--- config.mk ---
export PLATFORM = sky130hd
export DESIGN_NAME = crw_top
export DESIGN_NICKNAME = d
export VERILOG_FILES = /design/src/rtl/crw_pkg.sv /design/src/rtl/crw_cr0_next.sv /design/src/rtl/crw_cr4_next.sv /design/src/rtl/crw_mode_track.sv /design/src/rtl/crw_top.sv
export SDC_FILE = /design/constraint.sdc
export NUM_CORES = 1
export LEC_CHECK = 0
export ABC_AREA = 0
export BUFFER_PORTS_ARGS = -buffer_cell sky130_fd_sc_hd__buf_4
export CORE_MARGIN = 10
export CORE_UTILIZATION = 51
export CTS_CLUSTER_SIZE = 14
export DETAILED_ROUTE_END_ITERATION = 6
export MAX_ROUTING_LAYER = met4
export PLACE_DENSITY = 0.84
export SLEW_MARGIN = 40
export SYNTH_ARGS = -nofsm -noshare
export SYNTH_HDL_FRONTEND = slang
export SYNTH_SLANG_ARGS = --single-unit
--- constraint.sdc ---
create_clock -name clk -period 2.55 [get_ports clk]
set_input_delay 0.3825 -clock clk [delete_from_list [all_inputs] [get_ports clk]]
set_output_delay 0.3825 -clock clk [all_outputs]
set_load 0.005 [all_outputs]
--- src/rtl/crw_pkg.sv ---
package crw_pkg;

    localparam int XLEN = 32;

    // CR0 bit positions
    localparam int C0_PE = 0;
    localparam int C0_MP = 1;
    localparam int C0_EM = 2;
    localparam int C0_TS = 3;
    localparam int C0_ET = 4;
    localparam int C0_WP = 16;
    localparam int C0_PG = 31;

    // CR4 bit positions
    localparam int C4_PSE = 4;
    localparam int C4_PAE = 5;
    localparam int C4_PGE = 7;
    localparam int C4_FXS = 9;

    localparam logic [XLEN-1:0] CR0_RESET = 32'h6000_0010;
    localparam logic [XLEN-1:0] CR0_XLATE_MASK =
        (XLEN'(1) << C0_PG) | (XLEN'(1) << C0_WP) | (XLEN'(1) << C0_PE);
    localparam logic [XLEN-1:0] CR4_XLATE_MASK =
        (XLEN'(1) << C4_PGE) | (XLEN'(1) << C4_PAE) | (XLEN'(1) << C4_PSE);

    typedef enum logic [1:0] {
        SEL_CR0  = 2'd0,
        SEL_CR3  = 2'd1,
        SEL_CR4  = 2'd2,
        SEL_NONE = 2'd3
    } cr_sel_e;

    typedef struct packed {
        logic pe;
        logic addseg;
        logic mp;
        logic em;
        logic ts;
        logic osfxsr;
    } hidden_t;

    typedef struct packed {
        logic lma;
        logic cs64;
    } lmode_t;

    typedef struct packed {
        logic accept;
        logic enter;
        logic leave;
        logic flush;
    } cr0_dec_t;

    function automatic logic xlate_changed(input logic [XLEN-1:0] a,
                                           input logic [XLEN-1:0] b,
                                           input logic [XLEN-1:0] mask);
        return |((a ^ b) & mask);
    endfunction

endpackage

--- src/rtl/crw_cr0_next.sv ---
module crw_cr0_next
    import crw_pkg::*;
#(
    parameter int W = crw_pkg::XLEN
) (
    input  logic [W-1:0] cur_cr0,
    input  logic [W-1:0] wdata,
    input  logic         lme,
    input  logic         lma,
    input  logic         pae,
    output logic [W-1:0] nxt_cr0,
    output cr0_dec_t     dec
);
    logic enter_req;

    always_comb begin
        nxt_cr0        = wdata;
        nxt_cr0[C0_ET] = 1'b1;
        enter_req      = !cur_cr0[C0_PG] && nxt_cr0[C0_PG] && lme;
        dec.accept     = !enter_req || pae;
        dec.enter      = enter_req && pae;
        dec.leave      = cur_cr0[C0_PG] && !nxt_cr0[C0_PG] && lma;
        dec.flush      = dec.accept &&
                         xlate_changed(cur_cr0, nxt_cr0, W'(CR0_XLATE_MASK));
    end
endmodule

--- src/rtl/crw_cr4_next.sv ---
module crw_cr4_next
    import crw_pkg::*;
#(
    parameter int W = crw_pkg::XLEN
) (
    input  logic [W-1:0] cur_cr4,
    input  logic [W-1:0] wdata,
    input  logic         sse_ok,
    output logic [W-1:0] nxt_cr4,
    output logic         flush
);
    always_comb begin
        nxt_cr4 = wdata;
        if (!sse_ok) nxt_cr4[C4_FXS] = 1'b0;
        flush = xlate_changed(cur_cr4, nxt_cr4, W'(CR4_XLATE_MASK));
    end
endmodule

--- src/rtl/crw_mode_track.sv ---
module crw_mode_track
    import crw_pkg::*;
(
    input  logic     clk,
    input  logic     rst,
    input  logic     cr0_wr,
    input  cr0_dec_t dec,
    input  logic     cs_ld,
    input  logic     cs_l,
    output lmode_t   mode,
    output logic     ip_trunc
);
    logic go_in, go_out;

    assign go_in  = cr0_wr && dec.accept && dec.enter;
    assign go_out = cr0_wr && dec.accept && dec.leave;

    always_ff @(posedge clk) begin
        if (rst) begin
            mode     <= '0;
            ip_trunc <= 1'b0;
        end else begin
            ip_trunc <= go_out;
            if (go_in)       mode.lma <= 1'b1;
            else if (go_out) mode.lma <= 1'b0;
            if (go_out)      mode.cs64 <= 1'b0;
            else if (cs_ld)  mode.cs64 <= cs_l && mode.lma;
        end
    end

    AST_CS64_NEEDS_LMA: assert property (@(posedge clk) disable iff (rst)
        mode.cs64 |-> mode.lma);
    AST_EXIT_CLEANUP: assert property (@(posedge clk) disable iff (rst)
        $fell(mode.lma) |-> (!mode.cs64 && ip_trunc));
    AST_TRUNC_SINGLE: assert property (@(posedge clk) disable iff (rst)
        ip_trunc |=> !ip_trunc);
endmodule

--- src/rtl/crw_top.sv ---
module crw_top
    import crw_pkg::*;
#(
    parameter int W = crw_pkg::XLEN
) (
    input  logic         clk,
    input  logic         rst,
    input  logic         wr_en,
    input  logic [1:0]   wr_sel,
    input  logic [W-1:0] wr_data,
    input  logic         lme,
    input  logic         sse_ok,
    input  logic         cs_ld,
    input  logic         cs_l,
    input  logic         addseg_clr,
    output logic [W-1:0] cr0_o,
    output logic [W-1:0] cr3_o,
    output logic [W-1:0] cr4_o,
    output logic         lma_o,
    output logic         cs64_o,
    output logic         pe_o,
    output logic         addseg_o,
    output logic         mp_o,
    output logic         em_o,
    output logic         ts_o,
    output logic         osfxsr_o,
    output logic         tlb_flush_o,
    output logic         ip_trunc_o
);
    logic [W-1:0] cr0_q, cr3_q, cr4_q;
    logic [W-1:0] cr0_nxt, cr4_nxt;
    hidden_t      hid_q;
    lmode_t       mode;
    cr0_dec_t     c0_dec;
    logic         c4_flush;
    logic         flush_q;
    logic         wr_cr0, wr_cr3, wr_cr4, cr0_take;

    assign wr_cr0   = wr_en && (cr_sel_e'(wr_sel) == SEL_CR0);
    assign wr_cr3   = wr_en && (cr_sel_e'(wr_sel) == SEL_CR3);
    assign wr_cr4   = wr_en && (cr_sel_e'(wr_sel) == SEL_CR4);
    assign cr0_take = wr_cr0 && c0_dec.accept;

    crw_cr0_next #(.W(W)) u_cr0_next (
        .cur_cr0 (cr0_q),
        .wdata   (wr_data),
        .lme     (lme),
        .lma     (mode.lma),
        .pae     (cr4_q[C4_PAE]),
        .nxt_cr0 (cr0_nxt),
        .dec     (c0_dec)
    );

    crw_cr4_next #(.W(W)) u_cr4_next (
        .cur_cr4 (cr4_q),
        .wdata   (wr_data),
        .sse_ok  (sse_ok),
        .nxt_cr4 (cr4_nxt),
        .flush   (c4_flush)
    );

    crw_mode_track u_mode (
        .clk      (clk),
        .rst      (rst),
        .cr0_wr   (wr_cr0),
        .dec      (c0_dec),
        .cs_ld    (cs_ld),
        .cs_l     (cs_l),
        .mode     (mode),
        .ip_trunc (ip_trunc_o)
    );

    always_ff @(posedge clk) begin
        if (rst) begin
            cr0_q        <= W'(CR0_RESET);
            cr3_q        <= '0;
            cr4_q        <= '0;
            flush_q      <= 1'b0;
            hid_q.pe     <= CR0_RESET[C0_PE];
            hid_q.addseg <= 1'b1;
            hid_q.mp     <= CR0_RESET[C0_MP];
            hid_q.em     <= CR0_RESET[C0_EM];
            hid_q.ts     <= CR0_RESET[C0_TS];
            hid_q.osfxsr <= 1'b0;
        end else begin
            flush_q <= (wr_cr0 && c0_dec.flush) ||
                       (wr_cr3 && cr0_q[C0_PG]) ||
                       (wr_cr4 && c4_flush);
            if (cr0_take) begin
                cr0_q    <= cr0_nxt;
                hid_q.pe <= cr0_nxt[C0_PE];
                hid_q.mp <= cr0_nxt[C0_MP];
                hid_q.em <= cr0_nxt[C0_EM];
                hid_q.ts <= cr0_nxt[C0_TS];
                if (!cr0_nxt[C0_PE])  hid_q.addseg <= 1'b1;
                else if (addseg_clr)  hid_q.addseg <= 1'b0;
            end else if (addseg_clr && cr0_q[C0_PE]) begin
                hid_q.addseg <= 1'b0;
            end
            if (wr_cr3) cr3_q <= wr_data;
            if (wr_cr4) begin
                cr4_q        <= cr4_nxt;
                hid_q.osfxsr <= cr4_nxt[C4_FXS];
            end
        end
    end

    assign cr0_o       = cr0_q;
    assign cr3_o       = cr3_q;
    assign cr4_o       = cr4_q;
    assign lma_o       = mode.lma;
    assign cs64_o      = mode.cs64;
    assign pe_o        = hid_q.pe;
    assign addseg_o    = hid_q.addseg;
    assign mp_o        = hid_q.mp;
    assign em_o        = hid_q.em;
    assign ts_o        = hid_q.ts;
    assign osfxsr_o    = hid_q.osfxsr;
    assign tlb_flush_o = flush_q;

    AST_ET_STUCK: assert property (@(posedge clk) disable iff (rst)
        cr0_q[C0_ET]);
    AST_PE_MIRROR: assert property (@(posedge clk) disable iff (rst)
        hid_q.pe == cr0_q[C0_PE]);
    AST_ADDSEG_REAL: assert property (@(posedge clk) disable iff (rst)
        !cr0_q[C0_PE] |-> hid_q.addseg);
    AST_LMA_NEEDS_PG: assert property (@(posedge clk) disable iff (rst)
        mode.lma |-> cr0_q[C0_PG]);
    AST_REJECT_HOLDS: assert property (@(posedge clk) disable iff (rst)
        (wr_cr0 && !cr0_q[C0_PG] && wr_data[C0_PG] && lme && !cr4_q[C4_PAE])
        |=> ($stable(cr0_q) && !tlb_flush_o && !mode.lma));
    AST_FXS_FOLLOW: assert property (@(posedge clk) disable iff (rst)
        hid_q.osfxsr == cr4_q[C4_FXS]);
    AST_CR3_QUIET: assert property (@(posedge clk) disable iff (rst)
        (wr_cr3 && !cr0_q[C0_PG]) |=> !tlb_flush_o);
    AST_NONE_SEL: assert property (@(posedge clk) disable iff (rst)
        (wr_en && wr_sel == 2'd3 && !addseg_clr && !cs_ld)
        |=> ($stable(cr0_q) && $stable(cr3_q) && $stable(cr4_q) && !tlb_flush_o));
endmodule

**After elaboration in Yosys (flattened, before gate mapping)**

Index checks and enable logic that the tools add are counted.
Widths: inputs -> output; s select.

- Add/subtract/negate cells: 0
- Multiply operators: 0
- Divide/modulo/power cells: 0
- Magnitude comparators: 0
- Equal/unequal tests: 3
- Shifts and indexed selects: 0
- Muxes and demuxes: 7
- Bitwise gates (word level): 2
- Reductions and logical operators: 30

Operators by type and width:

| kind | count |
|---|---|
| $xor 32x32->32 | 1 |
| $logic_and 1x1->1 | 17 |
| $xor 8x8->8 | 1 |
| $mux 1 | 7 |
| $reduce_or 3->1 | 2 |
| $reduce_bool 2->1 | 2 |
| $logic_not 1->1 | 3 |
| $logic_or 1x1->1 | 3 |
| $ne 3x3->1 const B | 1 |
| $eq 2x1->1 const B | 1 |
| $eq 2x2->1 const B | 1 |
| $logic_not 2->1 | 1 |
| $reduce_and 2->1 | 1 |
| $reduce_or 2->1 | 1 |

- Register bits after elaboration: 105
- Latch bits: 0
- Memory bits (writable): 0
- Bits in read-only memories: 0
- Memories: 0

**Logic depth before layout (Yosys ltp)**

- Depth in word-level cells: 9
- Gate-level depth with buffers: 8
- Mapped depth without buffers: 6

**By module**

Synthesis repeated with hierarchy kept, for this count alone.

- Cells, all modules: 530
- Area, all modules: 4224.1 um2

By module, submodules not included:

| module | times used | cells each | area an instance (um2) | seq. area each (um2) |
|---|---|---|---|---|
| crw_top | 1 | 439 | 3505.9 | 1961.9 |
| crw_cr0_next | 1 | 44 | 326.6 | 0.0 |
| crw_cr4_next | 1 | 36 | 270.3 | 0.0 |
| crw_mode_track | 1 | 11 | 121.4 | 60.1 |

**Worst setup path after synthesis**

OpenSTA, ideal clock, no wires.

- Path type: register -> register
- From: reg cr0_q[31], in the netlist cr0_o[31]
- To: reg cr0_q[11], in the netlist cr0_o[11]
- Library setup time: 0.070 ns
- Arrival: 1.330 ns
- Required time: 2.480 ns
- Slack: 1.149 ns
- Stages on the path, launching flop included: 8
- Path buffers: 1
- Period minus slack after synthesis: 1.401 ns
- Cells stage by stage: dfxtp_1 inv_1 ha_1 nand2_1 o21ai_1 clkbuf_1 nand2_1 a21oi_1

- Word-level cells in the longest chain between the ends: 6

RTL lines:

| what | RTL line | source |
|---|---|---|
| start: declaration | crw_top.sv:30 | `logic [W-1:0] cr0_q, cr3_q, cr4_q;` |
| start signal: assignment | crw_top.sv:75 | `cr0_q <= W'(CR0_RESET);` |
| start signal: assignment | crw_top.sv:90 | `cr0_q <= cr0_nxt;` |
| $logic_not 1->1 | crw_cr0_next.sv:19 | `enter_req = !cur_cr0[C0_PG] && nxt_cr0[C0_PG] && lme;` |
| $logic_and 1x1->1 (2 in series) | crw_cr0_next.sv:19 |  |
| $logic_not 1->1 | crw_cr0_next.sv:20 | `dec.accept = !enter_req \|\| pae;` |
| $logic_or 1x1->1 | crw_cr0_next.sv:20 |  |
| $logic_and 1x1->1 | crw_top.sv:42 | `assign cr0_take = wr_cr0 && c0_dec.accept;` |

No other way between the ends.
A chain may end at the register's enable or synchronous reset.

**Worst setup path in the final report**

- From: reg cr0_q[31], in the netlist cr0_o[31]
- To: reg cr0_q[2], in the netlist cr0_o[2]

Same word-level chain as after synthesis.

==> results.cfg <==
[pwr]
p_per_area_nw_per_um2 = 589
irDropWorstVdd_uv = 404
power.total_mw = 2.91
p_leak_nw = 2.07

[floorplan]
start_util = 0.531
ioPinCount = 148
die_width_um = 105
rows = 30
die_height_um = 105
fp.coreArea_um2 = 6870
die_area_um2 = 10900

[grt]
grt_start_max_net_pins = 67
antenna_found_initial = 0
grt-ovfl-total = 0
gr-usage-all-layers = 0.198
grt_pass1_vias = 3370
grt_pass1_wl_mm = 17.4

[layout]
area_growth_pct = 35.3
drive_gt1_frac = 0.292
diodes = 0
fin_cells = 688
nNetsFinal = 633
fill_cells = 550

[clocking]
clk_latency_ps = 350
clk_pin_slew_ps = 90
htreeDepth = 3
cts_tree = yes
post_cts_buffers = 0
cts_hold_buf = 0
clock-root-buffer = clkbuf_8
cts_buffer_depth = 2
clock_sink_count = 100
ctsResizeCount = 0
numCtsBuffers = 9

[worst_setup_path]
r2r-start = cr0_o[31]
rr_endpoint = cr0_o[2]
cpMostUsedCell = nand2_1
cpPeakStageDelay_ps = 430
path_class = reg2reg
worst_setup_path_start_kind = flop
arrival_ps = 1990
worstSetupEndpointType = flop
r2r_cells = 7
cp_slowest_cell = dfxtp_1
critPathMaxFanout = 10
rrSetupSlack_ps = 840
cp.required_ps = 2830
crit_chain = inv_1, ha_1, nand2_1, o21a_1, buf_4, nand2_1, a21oi_1

[place]
place_ws_ps = 829
dp.cells = 674
io_buffers = 146
dpl.hpwl_mm = 8.07
gp_congestion = 0.831

[synth]
synth.distinct_cells = 26
syn_nets = 504
ys_seq_elements = 100
synth_area_um2 = 3650
netlist_instances = 460
seq_area_frac_synth = 0.549
avgSynthCellArea_um2 = 7.93
synth_warnings = 0

[min_path]
hp-class = in2reg
hold_depth = 3
worstHoldEndpoint = cr0_o[30]
min_from = wr_data[30]

[run_status]
outcome = finished, final reports clean

[route]
drtIter0Drc = 152
via_per_inst = 5.09
drt-total-wl_mm = 10.9
vias = 3500
wl_per_cell_um = 15.9
dr.pass1.iters = 4
drc = 0
ant_nets = 0

[timing]
slew-limit-headroom = 0.562
finalHoldViolCount = 0
max_slew.worst_pin.slew_ps = 657
tns_ps = 0
whs_ps = 279
clock_skew_ps = 11.5
slew_violations = 0
layout_setup_ws_ps = 839
rsz0062_at_grt = no
setup-violations-final = 0
clock.fmax_mhz = 585
timing.final.crit_period_ps = 1710
min_period_over_period = 0.671

[job]
cap_viol_max_count = 0
-- stage by stage --
| step | cell area [um2] | utilization |
|---|---|---|
| 3_3_place_gp | 4760 | 0.693 |
| 5_1_grt | 4940 | 0.719 |
| 2_1_floorplan | 3650 | - |
| 3_5_place_dp | 4760 | 0.693 |
| 6_report | 4940 | 0.719 |
| 4_1_cts | 4940 | 0.719 |
-- sequential cells by signal, indices dropped and copies added, names as in the netlist --
register	cells
cr3_o	32
cr4_o	32
cr0_o	31
u_mode.mode	2
addseg_o	1
tlb_flush_o	1
u_mode.ip_trunc	1
-- synth_stat cells (all sizes together) --
master	instances	area (um2)
o21a	1	7.51
xor2	1	8.76
conb	1	3.75
a2bb2oi	1	8.76
nor2	2	7.51
o21ai	2	10.0
nor3	1	5.00
and3b	1	8.76
a311oi	1	8.76
xnor2	4	35.0
nand3b	3	22.5
dfxtp	100	2000
a31oi	1	6.26
ha	2	25.0
clkbuf	20	75.1
inv	2	7.51
nor3b	1	18.8
nand3	2	10.0
buf	19	130
a32oi	1	8.76
a211o	1	8.76
nand2	193	724
a21oi	97	485
and2	1	6.26
nor2b	2	12.5
-- where the power goes --
| part | internal, mW | switching [mW] | total [mW] | leakage [nW] |
|---|---|---|---|---|
| clock | 0.440 | 0.515 | 0.954 | 0.0870 |
| sequential | 1.61 | 0.0294 | 1.64 | 0.812 |
| combinational | 0.152 | 0.161 | 0.312 | 1.17 |
| total | 2.20 | 0.705 | 2.91 | 2.07 |
-- critical path: cells and delay by family (launching register included) --
family / cells / cell delay (ps)
compound gates: 2 / 530
buf+inv: 2 / 310
fa+ha+maj: 1 / 170
flops: 1 / 430
simple gates: 2 / 200
-- how the worst max path moves through the flow --
stage / cells after the start / from / endpoint / slack [ps]
floorplan: 7 / cr0_o[31] / cr0_o[11] / 1150
global route: 7 / cr0_o[31] / tlb_flush_o / 700
CTS: 7 / cr0_o[31] / cr0_o[2] / 840
detailed placement: 7 / wr_data[31] / tlb_flush_o / 830
global placement: 7 / wr_data[31] / cr0_o[11] / 880
finish: 7 / cr0_o[31] / cr0_o[2] / 840
-- metal layers --
layer | up-vias | wire length [um] | global-route usage
li1 | 1724 | - | -
met1 | 1635 | 4680 | 0.242
met2 | 130 | 5180 | 0.312
met3 | 11 | 962 | 0.0553
met4 | 0 | 121 | 0.0596
met5 | - | 0 | -
-- logic make-up after synthesis --
group	count (synthesis)	share of synthesized area
xor+xnor	5	0.0120
flops	100	0.549
other cells	1	0.00103
simple gates	206	0.224
buf+inv	41	0.0583
compound gates	105	0.149
fa+ha+maj	2	0.00686
-- cell usage in the layout (no fill, tap or decap), drive strengths merged, types with 2 or more instances in the layout --
master	n
clkbuf	9
xnor2	4
nand3	2
o21ai	2
inv	2
clkinvlp	2
buf	157
a21oi	97
dfxtp	100
nand2	193
clkinv	2
nor2	2
nand3b	3
ha	2
nor2b	2
-- area by class of cell --
cell class,instances,area [um2],share of cell area
sequential,100,2000,0.406
multi-input combinational,319,1440,0.291
timing repair buffer,157,1190,0.241
clock buffer,9,124,0.0251
tap,96,120,0.0243
clock inverter,5,55.1,0.0112
inverter,2,7.51,0.00152
Power figures use the tool's default switching activity.
